File: src/rtl/sdram_trk_pkg.sv
package sdram_trk_pkg;

  typedef enum logic [2:0] {
    ST_IDLE    = 3'd0,
    ST_ACTIVE  = 3'd1,
    ST_WRBURST = 3'd2,
    ST_RDBURST = 3'd3,
    ST_WRREC   = 3'd4,
    ST_PRECH   = 3'd5
  } bankStateT;

  typedef enum logic [1:0] {
    OP_NOP = 2'd0,
    OP_ACT = 2'd1,
    OP_RD  = 2'd2,
    OP_WR  = 2'd3
  } cmdOpT;

  // strobes from the bank control to the bank datapath
  typedef struct packed {
    logic beatClr;
    logic beatInc;
    logic loadWr;
    logic loadRp;
    logic cntDec;
    logic wrEnd;
  } bankStrobeT;

endpackage

File: src/rtl/trk_ctrl.sv
module trk_ctrl
  import sdram_trk_pkg::*;
#(
  parameter int NUM_BANKS = 4,
  localparam int BANK_W = $clog2(NUM_BANKS)
) (
  input  logic              clk,
  input  logic              rstN,
  input  logic              cmdValid,
  input  logic [1:0]        cmdOp,
  input  logic [BANK_W-1:0] cmdBank,
  input  logic              cmdAutoPre,
  input  logic              beatNearEnd [NUM_BANKS],
  input  logic              cntOne [NUM_BANKS],
  output bankStateT         stateQ [NUM_BANKS],
  output bankStrobeT        strobe [NUM_BANKS],
  output logic              readSlot,
  output logic              actError
);

  bankStateT stateD [NUM_BANKS];
  logic [NUM_BANKS-1:0] apQ, apD;
  logic [NUM_BANKS-1:0] hitV, otherV, wrBurstV;
  logic isRw, isAct, errD;

  always_comb begin
    isRw     = cmdValid && (cmdOp == OP_RD || cmdOp == OP_WR);
    isAct    = cmdValid && (cmdOp == OP_ACT);
    readSlot = 1'b0;
    errD     = 1'b0;
    apD      = apQ;
    for (int b = 0; b < NUM_BANKS; b++) begin
      hitV[b]     = cmdValid && (cmdBank == BANK_W'(b));
      otherV[b]   = isRw && !hitV[b];
      wrBurstV[b] = (stateQ[b] == ST_WRBURST);
      stateD[b]   = stateQ[b];
      strobe[b]   = '0;
      if (isAct && hitV[b] && stateQ[b] != ST_IDLE) errD = 1'b1;
      case (stateQ[b])
        ST_IDLE: begin
          if (isAct && hitV[b]) stateD[b] = ST_ACTIVE;
        end
        ST_ACTIVE, ST_WRBURST, ST_RDBURST: begin
          if (isRw && hitV[b]) begin
            stateD[b]         = (cmdOp == OP_RD) ? ST_RDBURST : ST_WRBURST;
            apD[b]            = cmdAutoPre;
            strobe[b].beatClr = 1'b1;
            if (cmdOp == OP_RD) readSlot = 1'b1;
          end else if (stateQ[b] == ST_WRBURST) begin
            strobe[b].beatInc = !otherV[b];
            if (otherV[b] || beatNearEnd[b]) begin
              strobe[b].wrEnd  = 1'b1;
              strobe[b].loadWr = apQ[b];
              stateD[b]        = apQ[b] ? ST_WRREC : ST_ACTIVE;
            end
          end else if (stateQ[b] == ST_RDBURST) begin
            strobe[b].beatInc = !otherV[b];
            if (!isRw) readSlot = 1'b1;
            if (otherV[b] || beatNearEnd[b]) begin
              strobe[b].loadRp = apQ[b];
              stateD[b]        = apQ[b] ? ST_PRECH : ST_ACTIVE;
            end
          end
        end
        ST_WRREC: begin
          if (cntOne[b]) begin
            stateD[b]        = ST_PRECH;
            strobe[b].loadRp = 1'b1;
          end else begin
            strobe[b].cntDec = 1'b1;
          end
        end
        ST_PRECH: begin
          if (cntOne[b]) stateD[b] = ST_IDLE;
          else strobe[b].cntDec = 1'b1;
        end
        default: stateD[b] = ST_IDLE;
      endcase
    end
  end

  always_ff @(posedge clk) begin
    if (!rstN) begin
      for (int b = 0; b < NUM_BANKS; b++) stateQ[b] <= ST_IDLE;
      apQ      <= '0;
      actError <= 1'b0;
    end else begin
      for (int b = 0; b < NUM_BANKS; b++) stateQ[b] <= stateD[b];
      apQ      <= apD;
      actError <= errD;
    end
  end

  AST_SINGLE_WRITE_BURST: assert property (@(posedge clk) disable iff (!rstN)
    $onehot0(wrBurstV));

  for (genvar g = 0; g < NUM_BANKS; g++) begin : gChk
    AST_WREC_EXIT: assert property (@(posedge clk) disable iff (!rstN)
      (stateQ[g] == ST_WRREC) |=> (stateQ[g] == ST_WRREC || stateQ[g] == ST_PRECH));
    AST_PRECH_EXIT: assert property (@(posedge clk) disable iff (!rstN)
      (stateQ[g] == ST_PRECH) |=> (stateQ[g] == ST_PRECH || stateQ[g] == ST_IDLE));
  end

endmodule

File: src/rtl/trk_dp.sv
module trk_dp
  import sdram_trk_pkg::*;
#(
  parameter int NUM_BANKS = 4,
  parameter int BURST_LEN = 4,
  parameter int T_WR      = 2,
  parameter int T_RP      = 3,
  parameter int CAS_LAT   = 3,
  localparam int BANK_W = $clog2(NUM_BANKS),
  localparam int BEAT_W = $clog2(BURST_LEN),
  localparam int T_MAX  = (T_WR > T_RP) ? T_WR : T_RP,
  localparam int CNT_W  = $clog2(T_MAX + 1)
) (
  input  logic              clk,
  input  logic              rstN,
  input  bankStrobeT        strobe [NUM_BANKS],
  input  logic              readSlot,
  output logic              beatNearEnd [NUM_BANKS],
  output logic              cntOne [NUM_BANKS],
  output logic              rdDataValid,
  output logic              wrEndValid,
  output logic [BANK_W-1:0] wrEndBank,
  output logic [BEAT_W-1:0] wrEndBeat
);

  logic [BEAT_W-1:0] beatCnt [NUM_BANKS];
  logic [CNT_W-1:0]  cnt [NUM_BANKS];
  logic [CAS_LAT-1:0] rdPipe;
  logic              endValidD;
  logic [BANK_W-1:0] endBankD;
  logic [BEAT_W-1:0] endBeatD;

  always_comb begin
    endValidD = 1'b0;
    endBankD  = '0;
    endBeatD  = '0;
    for (int b = 0; b < NUM_BANKS; b++) begin
      beatNearEnd[b] = (beatCnt[b] == BEAT_W'(BURST_LEN - 2));
      cntOne[b]      = (cnt[b] == CNT_W'(1));
      if (strobe[b].wrEnd) begin
        endValidD = 1'b1;
        endBankD  = BANK_W'(b);
        endBeatD  = strobe[b].beatInc ? beatCnt[b] + 1'b1 : beatCnt[b];
      end
    end
  end

  always_ff @(posedge clk) begin
    if (!rstN) begin
      for (int b = 0; b < NUM_BANKS; b++) begin
        beatCnt[b] <= '0;
        cnt[b]     <= '0;
      end
      rdPipe     <= '0;
      wrEndValid <= 1'b0;
      wrEndBank  <= '0;
      wrEndBeat  <= '0;
    end else begin
      for (int b = 0; b < NUM_BANKS; b++) begin
        if (strobe[b].beatClr)      beatCnt[b] <= '0;
        else if (strobe[b].beatInc) beatCnt[b] <= beatCnt[b] + 1'b1;
        if (strobe[b].loadWr)       cnt[b] <= CNT_W'(T_WR);
        else if (strobe[b].loadRp)  cnt[b] <= CNT_W'(T_RP);
        else if (strobe[b].cntDec)  cnt[b] <= cnt[b] - 1'b1;
      end
      rdPipe[0] <= readSlot;
      for (int i = 1; i < CAS_LAT; i++) rdPipe[i] <= rdPipe[i-1];
      wrEndValid <= endValidD;
      wrEndBank  <= endBankD;
      wrEndBeat  <= endBeatD;
    end
  end

  assign rdDataValid = rdPipe[CAS_LAT-1];

  for (genvar g = 0; g < NUM_BANKS; g++) begin : gChk
    AST_NO_COUNT_UNDERFLOW: assert property (@(posedge clk) disable iff (!rstN)
      strobe[g].cntDec |-> (cnt[g] != '0));
  end

endmodule

File: src/rtl/sdram_bank_tracker.sv
module sdram_bank_tracker
  import sdram_trk_pkg::*;
#(
  parameter int NUM_BANKS = 4,
  parameter int BURST_LEN = 4,
  parameter int T_WR      = 2,
  parameter int T_RP      = 3,
  parameter int CAS_LAT   = 3,
  localparam int BANK_W = $clog2(NUM_BANKS),
  localparam int BEAT_W = $clog2(BURST_LEN)
) (
  input  logic                   clk,
  input  logic                   rstN,
  input  logic                   cmdValid,
  input  logic [1:0]             cmdOp,
  input  logic [BANK_W-1:0]      cmdBank,
  input  logic                   cmdAutoPre,
  output logic [3*NUM_BANKS-1:0] bankState,
  output logic [NUM_BANKS-1:0]   bankReady,
  output logic                   actError,
  output logic                   rdDataValid,
  output logic                   wrEndValid,
  output logic [BANK_W-1:0]      wrEndBank,
  output logic [BEAT_W-1:0]      wrEndBeat
);

  bankStateT  stateQ [NUM_BANKS];
  bankStrobeT strobe [NUM_BANKS];
  logic       beatNearEnd [NUM_BANKS];
  logic       cntOne [NUM_BANKS];
  logic       readSlot;

  trk_ctrl #(.NUM_BANKS(NUM_BANKS)) uCtrl (
    .clk(clk), .rstN(rstN), .cmdValid(cmdValid), .cmdOp(cmdOp),
    .cmdBank(cmdBank), .cmdAutoPre(cmdAutoPre), .beatNearEnd(beatNearEnd),
    .cntOne(cntOne), .stateQ(stateQ), .strobe(strobe), .readSlot(readSlot),
    .actError(actError)
  );

  trk_dp #(
    .NUM_BANKS(NUM_BANKS), .BURST_LEN(BURST_LEN), .T_WR(T_WR),
    .T_RP(T_RP), .CAS_LAT(CAS_LAT)
  ) uDp (
    .clk(clk), .rstN(rstN), .strobe(strobe), .readSlot(readSlot),
    .beatNearEnd(beatNearEnd), .cntOne(cntOne), .rdDataValid(rdDataValid),
    .wrEndValid(wrEndValid), .wrEndBank(wrEndBank), .wrEndBeat(wrEndBeat)
  );

  always_comb begin
    for (int b = 0; b < NUM_BANKS; b++) begin
      bankState[3*b +: 3] = stateQ[b];
      bankReady[b]        = (stateQ[b] == ST_IDLE);
    end
  end

  AST_BAD_ACT_FLAGGED: assert property (@(posedge clk) disable iff (!rstN)
    (cmdValid && cmdOp == 2'd1 && !bankReady[cmdBank]) |=> actError);

endmodule

File: config.mk
export PLATFORM = sky130hd
export DESIGN_NAME = sdram_bank_tracker
export DESIGN_NICKNAME = d
export VERILOG_FILES = /design/src/rtl/sdram_trk_pkg.sv /design/src/rtl/trk_ctrl.sv /design/src/rtl/trk_dp.sv /design/src/rtl/sdram_bank_tracker.sv
export SDC_FILE = /design/constraint.sdc
export NUM_CORES = 1
export LEC_CHECK = 0
export ABC_AREA = 1
export BUFFER_PORTS_ARGS = -buffer_cell sky130_fd_sc_hd__buf_2
export CAP_MARGIN = 30
export CORE_MARGIN = 1.5
export CORE_UTILIZATION = 54
export DETAILED_ROUTE_END_ITERATION = 6
export PLACE_DENSITY = 0.8
export RECOVER_POWER = 100
export SETUP_SLACK_MARGIN = 0.3
export SLEW_MARGIN = 30
export SYNTH_ARGS = -nofsm -noshare
export SYNTH_HDL_FRONTEND = slang
export SYNTH_HIERARCHICAL = 1
export SYNTH_SLANG_ARGS = --single-unit
export TNS_END_PERCENT = 5
File: constraint.sdc
create_clock -name clk -period 5.4 [get_ports clk]
set_input_delay 1.62 -clock clk [delete_from_list [all_inputs] [get_ports clk]]
set_output_delay 1.62 -clock clk [all_outputs]
set_load 0.01 [all_outputs]
==> impl_summary.md <==
Run status
The run finished with clean final reports.

Logic synthesis
The synthesized area divided by synthesized cell count is 6.443 µm². The post-synthesis cell area is 0.002758 mm². Counting every net in the synthesized netlist gives 444. The share of synthesized area in the top cell type comes to 0.1815.

Yosys printed 6 warnings. The largest area contributor in the netlist is sky130_fd_sc_hd__dfxtp_1. The number of standard cells after synthesis is 428. By area the synthesized netlist is led by sky130_fd_sc_hd__dfxtp_1 18%, sky130_fd_sc_hd__edfxtp_1 17%, sky130_fd_sc_hd__nand2_1 14%. The share of the Yosys chip area taken by registers is 0.3557. Synthesis instantiated 30 different standard cells from the library. In this run, synthesis produced a sequential element count of 41.

Clock tree
Buffers added to address setup during post-CTS repair amount to 0. The post-cts resize count is 0. The clock reaches the later pin of the worst-skew pair after 0.30 ns. The H-tree generated during clock tree synthesis spans 2 levels. Counting the buffers created by CTS gives 5. Clock tree synthesis found a total of 41 sinks. The clock input transition at the sequential cells of the worst setup and hold paths is 0.07 ns.

TritonCTS built the clock tree. The cell sitting at the root of the clock tree is a sky130_fd_sc_hd__clkbuf_8. The number of buffers on the longest clock path is 2.

The hold buffer count at cts is 0.

Worst setup path
STA classifies the critical path startpoint as an input pin. Together, buffers and inverters on the worst path number 2. The critical path class is input pin to flop. The worst-path maximum fanout is 9. The endpoint identified for the worst register-to-register timing path is uDp/cnt[2][1].

The kind of cell adding the most delay to the critical path is simple AND/OR/NAND/NOR gates. The critical path goes through clkbuf_1 > nand2_1 > nor2_1 > nor2_1 > nor4_1 > and2_0 > inv_1 > nand4_1 > nand4_1. The path length in cells of the critical path is 9. The worst setup path is captured at a flop. Among all stages on the critical path, the largest delay is contributed by sky130_fd_sc_hd__nor4_1. The launch point of the worst reg-to-reg path is uDp/beatCnt[2][0].

The signal arrival time at the worst endpoint is 3.90 ns. The largest incremental delay on the critical path is 0.81 ns. The number of cells on the worst reg-to-reg path is 8. Data on the critical path is required at its endpoint by 5.39 ns.

The internal reg-to-reg setup slack is 2.85 ns.

Route
The count of nets left with antenna violations once routing finished came out at 0. For this run, design rule violations remaining after detail routing come to 0. The detailed-routing iteration count for the pre-antenna-repair pass is 5. The detail-routed net length per standard cell is 12.55 µm. The number of DRC markers in iteration 0 is 236.

The number of vias in the routed layout is 2829. After detailed routing, the number of vias per cell comes to 5.358. Wires add up to 6.627 mm.

Global routing
The first global-routing pass estimated 11.10 mm of wire. Entering global routing, the biggest net connects 32 pins. After global routing the overflow that remains totals 0. The overall global routing resource usage is 0.2601. The number of global-route vias before repair is 2607. The number of antenna violations at the first check in global routing is 0.

Min path
The worst hold path was traced through 2 stages. The classification of the worst-slack hold path is flop to flop. The terminating pin of the worst hold path is uDp/rdPipe[1].

The worst min-delay path startpoint is uDp/rdPipe[0].

Timing
Dividing the final minimum period by the clock period gives 0.7251. The hold violation count in the final report is 0. Setup repair after global routing left no endpoint under its margin. Setup violations remaining at the end of the flow were counted as 0. The setup total negative slack is 0 ns. The number of max-slew violations in the final report was 0.

In this run the tightest slew margin relative to its limit is 0.08162. The routed design could run at a clock period as short as 3.916 ns. The worst clock skew on the final layout is 0.006215 ns. At the pin with the least slew margin, the transition time is 1.378 ns.

Based on the critical path, the design can be clocked at up to 255.4 MHz.

Floorplan
The number of core rows is 25. For this configuration, the core starts out at a cell density of 0.5725. The die covers 0.005544 mm². Measured along the x axis, the die boundary spans 74.46 µm. The die is 74.46 µm tall. The count of pins on the block boundary is 31. The core outline area is 0.004817 mm².

Cells and area
Compared with the post-synthesis result, the final layout area differs by 8.212%. Once layout is complete, the cells apart from fillers number 528. 0 antenna diodes ended up in the layout. The post-layout utilization of the core is 0.6195. The proportion of layout cells with a drive suffix above 1 is 0.06508. The final net count is 476.

Place
Once detailed placement completed, the half-perimeter wirelength came to 4.935 mm. Counting tap cells, the placed design contains a total of 520 instances. The congestion estimate from routability-driven global placement came to 0.8908. Port buffering added 30 buffers.

Power and ir drop
Summed over all cells, the static leakage comes to 0.001353 µW. The worst ir drop on vdd is 0.0001456 V. The total power per unit cell area is 286.1 mW/mm².

The design draws 853.9 µW.

Flow run
The tool flagged a number of max-cap violations equal to 0.
## through the flow
stage / hold WS [ns] / setup slack, ns / instance area [µm²]
after global placement: 0.4038 / 1.976 / 2958
after detailed placement: 0.4049 / 1.888 / 2958
after CTS: 0.4223 / 2.189 / 3038
after floorplan: 0.4001 / 2.173 / 2758
final: 0.4141 / 1.484 / 2984
after global routing: 0.4356 / 1.133 / 2984
## per-layer routing
metal / GRT usage / wire length (µm) / share of wire
met5: 0 / 0 / 0
met3: 0.06369 / 425 / 0.064
met1: 0.3190 / 2915 / 0.44
met4: 0.1051 / 113 / 0.017
met2: 0.4385 / 3173 / 0.48
## layout make-up
class                           instances  area, µm²
Clock buffer                            7      76.32
Tap cell                               67      83.83
Sequential cell                        41      980.9
Clock inverter                          1      3.754
Inverter                               74      277.8
Fill cell                             489       1833
Timing Repair Buffer                   30      118.9
Multi-Input combinational cell        308       1443
## Yosys cell counts
cell type                  count
sky130_fd_sc_hd__nand2_1     105
sky130_fd_sc_hd__nor4_2        1
sky130_fd_sc_hd__edfxtp_1     16
sky130_fd_sc_hd__buf_4         4
sky130_fd_sc_hd__a41oi_1       1
sky130_fd_sc_hd__a21oi_2       1
sky130_fd_sc_hd__o21ai_1       4
sky130_fd_sc_hd__inv_2        11
sky130_fd_sc_hd__nor2_1       74
sky130_fd_sc_hd__o22ai_1       2
sky130_fd_sc_hd__nand3_2       1
sky130_fd_sc_hd__a31o_2        1
sky130_fd_sc_hd__and2_1        1
sky130_fd_sc_hd__nor2_2        9
sky130_fd_sc_hd__o31ai_1       5
sky130_fd_sc_hd__nor3_1       12
sky130_fd_sc_hd__nand4_1       7
sky130_fd_sc_hd__o32ai_1       1
sky130_fd_sc_hd__a21oi_1      15
sky130_fd_sc_hd__nor2_4        1
sky130_fd_sc_hd__dfxtp_1      25
sky130_fd_sc_hd__inv_1        63
sky130_fd_sc_hd__nand2_4       1
sky130_fd_sc_hd__nand2_2       2
sky130_fd_sc_hd__nand3_1      38
sky130_fd_sc_hd__o21bai_1      2
sky130_fd_sc_hd__clkbuf_1      1
sky130_fd_sc_hd__o21ai_0      13
sky130_fd_sc_hd__ha_1          8
sky130_fd_sc_hd__a31oi_1       3
## sequential cells by signal, indices dropped and copies added, names as in the netlist
name            cells
uCtrl/actError      1
uCtrl/stateQ       12
uDp/wrEndBank       2
uDp/cnt             8
uDp/beatCnt         8
uDp/wrEndValid      1
uDp/wrEndBeat       2
uCtrl/apQ           4
uDp/rdPipe          3
## how the worst max path moves through the flow
stage | startpoint | endpoint | slack (ns)
after floorplan | cmdValid | uDp/cnt[2][0] | 2.17
after global placement | cmdValid | uDp/cnt[2][1] | 1.98
after detailed placement | cmdValid | uDp/cnt[2][1] | 1.89
after CTS | cmdValid | uDp/cnt[2][0] | 2.19
after global routing | cmdOp[1] | uDp/cnt[2][1] | 1.13
final | cmdOp[1] | uDp/cnt[2][1] | 1.48
## cells by family (layout without fill, tap and decap cells)
logic type / Yosys count / count (layout) / synth area share
compound gates: 48 / 48 / 0.1012
fa+ha+maj: 8 / 8 / 0.03630
buf+inv: 79 / 112 / 0.1130
flops: 41 / 41 / 0.3557
simple gates: 252 / 252 / 0.3938
## power breakdown
part / switching (µW) / leakage (µW) / internal [µW]
registers: 32.4 / 0.000369 / 351
logic: 194 / 0.000944 / 88.0
clock network: 99.2 / 0.0000399 / 89.9
total: 325 / 0.00135 / 529
## worst reg2reg max path, delay by kind of cell, from the launching register on
family,cells,cell delay (ns)
AND/OR/NAND/NOR,5,1.45
flip-flops,1,0.42
adder cells (fa/ha/maj),1,0.18
buffers and inverters,2,0.19
## placed cells by master (no fill, tap or decap)
cell	n
sky130_fd_sc_hd__clkbuf_1	27
sky130_fd_sc_hd__nor2_1	76
sky130_fd_sc_hd__a31o_2	1
sky130_fd_sc_hd__a41oi_1	1
sky130_fd_sc_hd__nor4_1	1
sky130_fd_sc_hd__and2_0	1
sky130_fd_sc_hd__o31ai_1	5
sky130_fd_sc_hd__buf_2	5
sky130_fd_sc_hd__nand4_1	7
sky130_fd_sc_hd__dfxtp_1	25
sky130_fd_sc_hd__a21oi_1	16
sky130_fd_sc_hd__a31oi_1	3
sky130_fd_sc_hd__nand3_1	38
sky130_fd_sc_hd__inv_2	8
sky130_fd_sc_hd__nor3_1	12
sky130_fd_sc_hd__edfxtp_1	16
sky130_fd_sc_hd__clkinv_1	2
sky130_fd_sc_hd__o22ai_1	2
sky130_fd_sc_hd__nand2_2	2
sky130_fd_sc_hd__nor2_2	7
sky130_fd_sc_hd__nand3_2	1
sky130_fd_sc_hd__o21ai_1	3
sky130_fd_sc_hd__nor2_4	1
sky130_fd_sc_hd__inv_1	65
sky130_fd_sc_hd__o21ai_0	14
sky130_fd_sc_hd__clkbuf_8	5
sky130_fd_sc_hd__o21bai_1	2
sky130_fd_sc_hd__ha_1	8
sky130_fd_sc_hd__nand2_1	106
sky130_fd_sc_hd__o32ai_1	1
No activity file was read; power rests on OpenSTA's default activity.
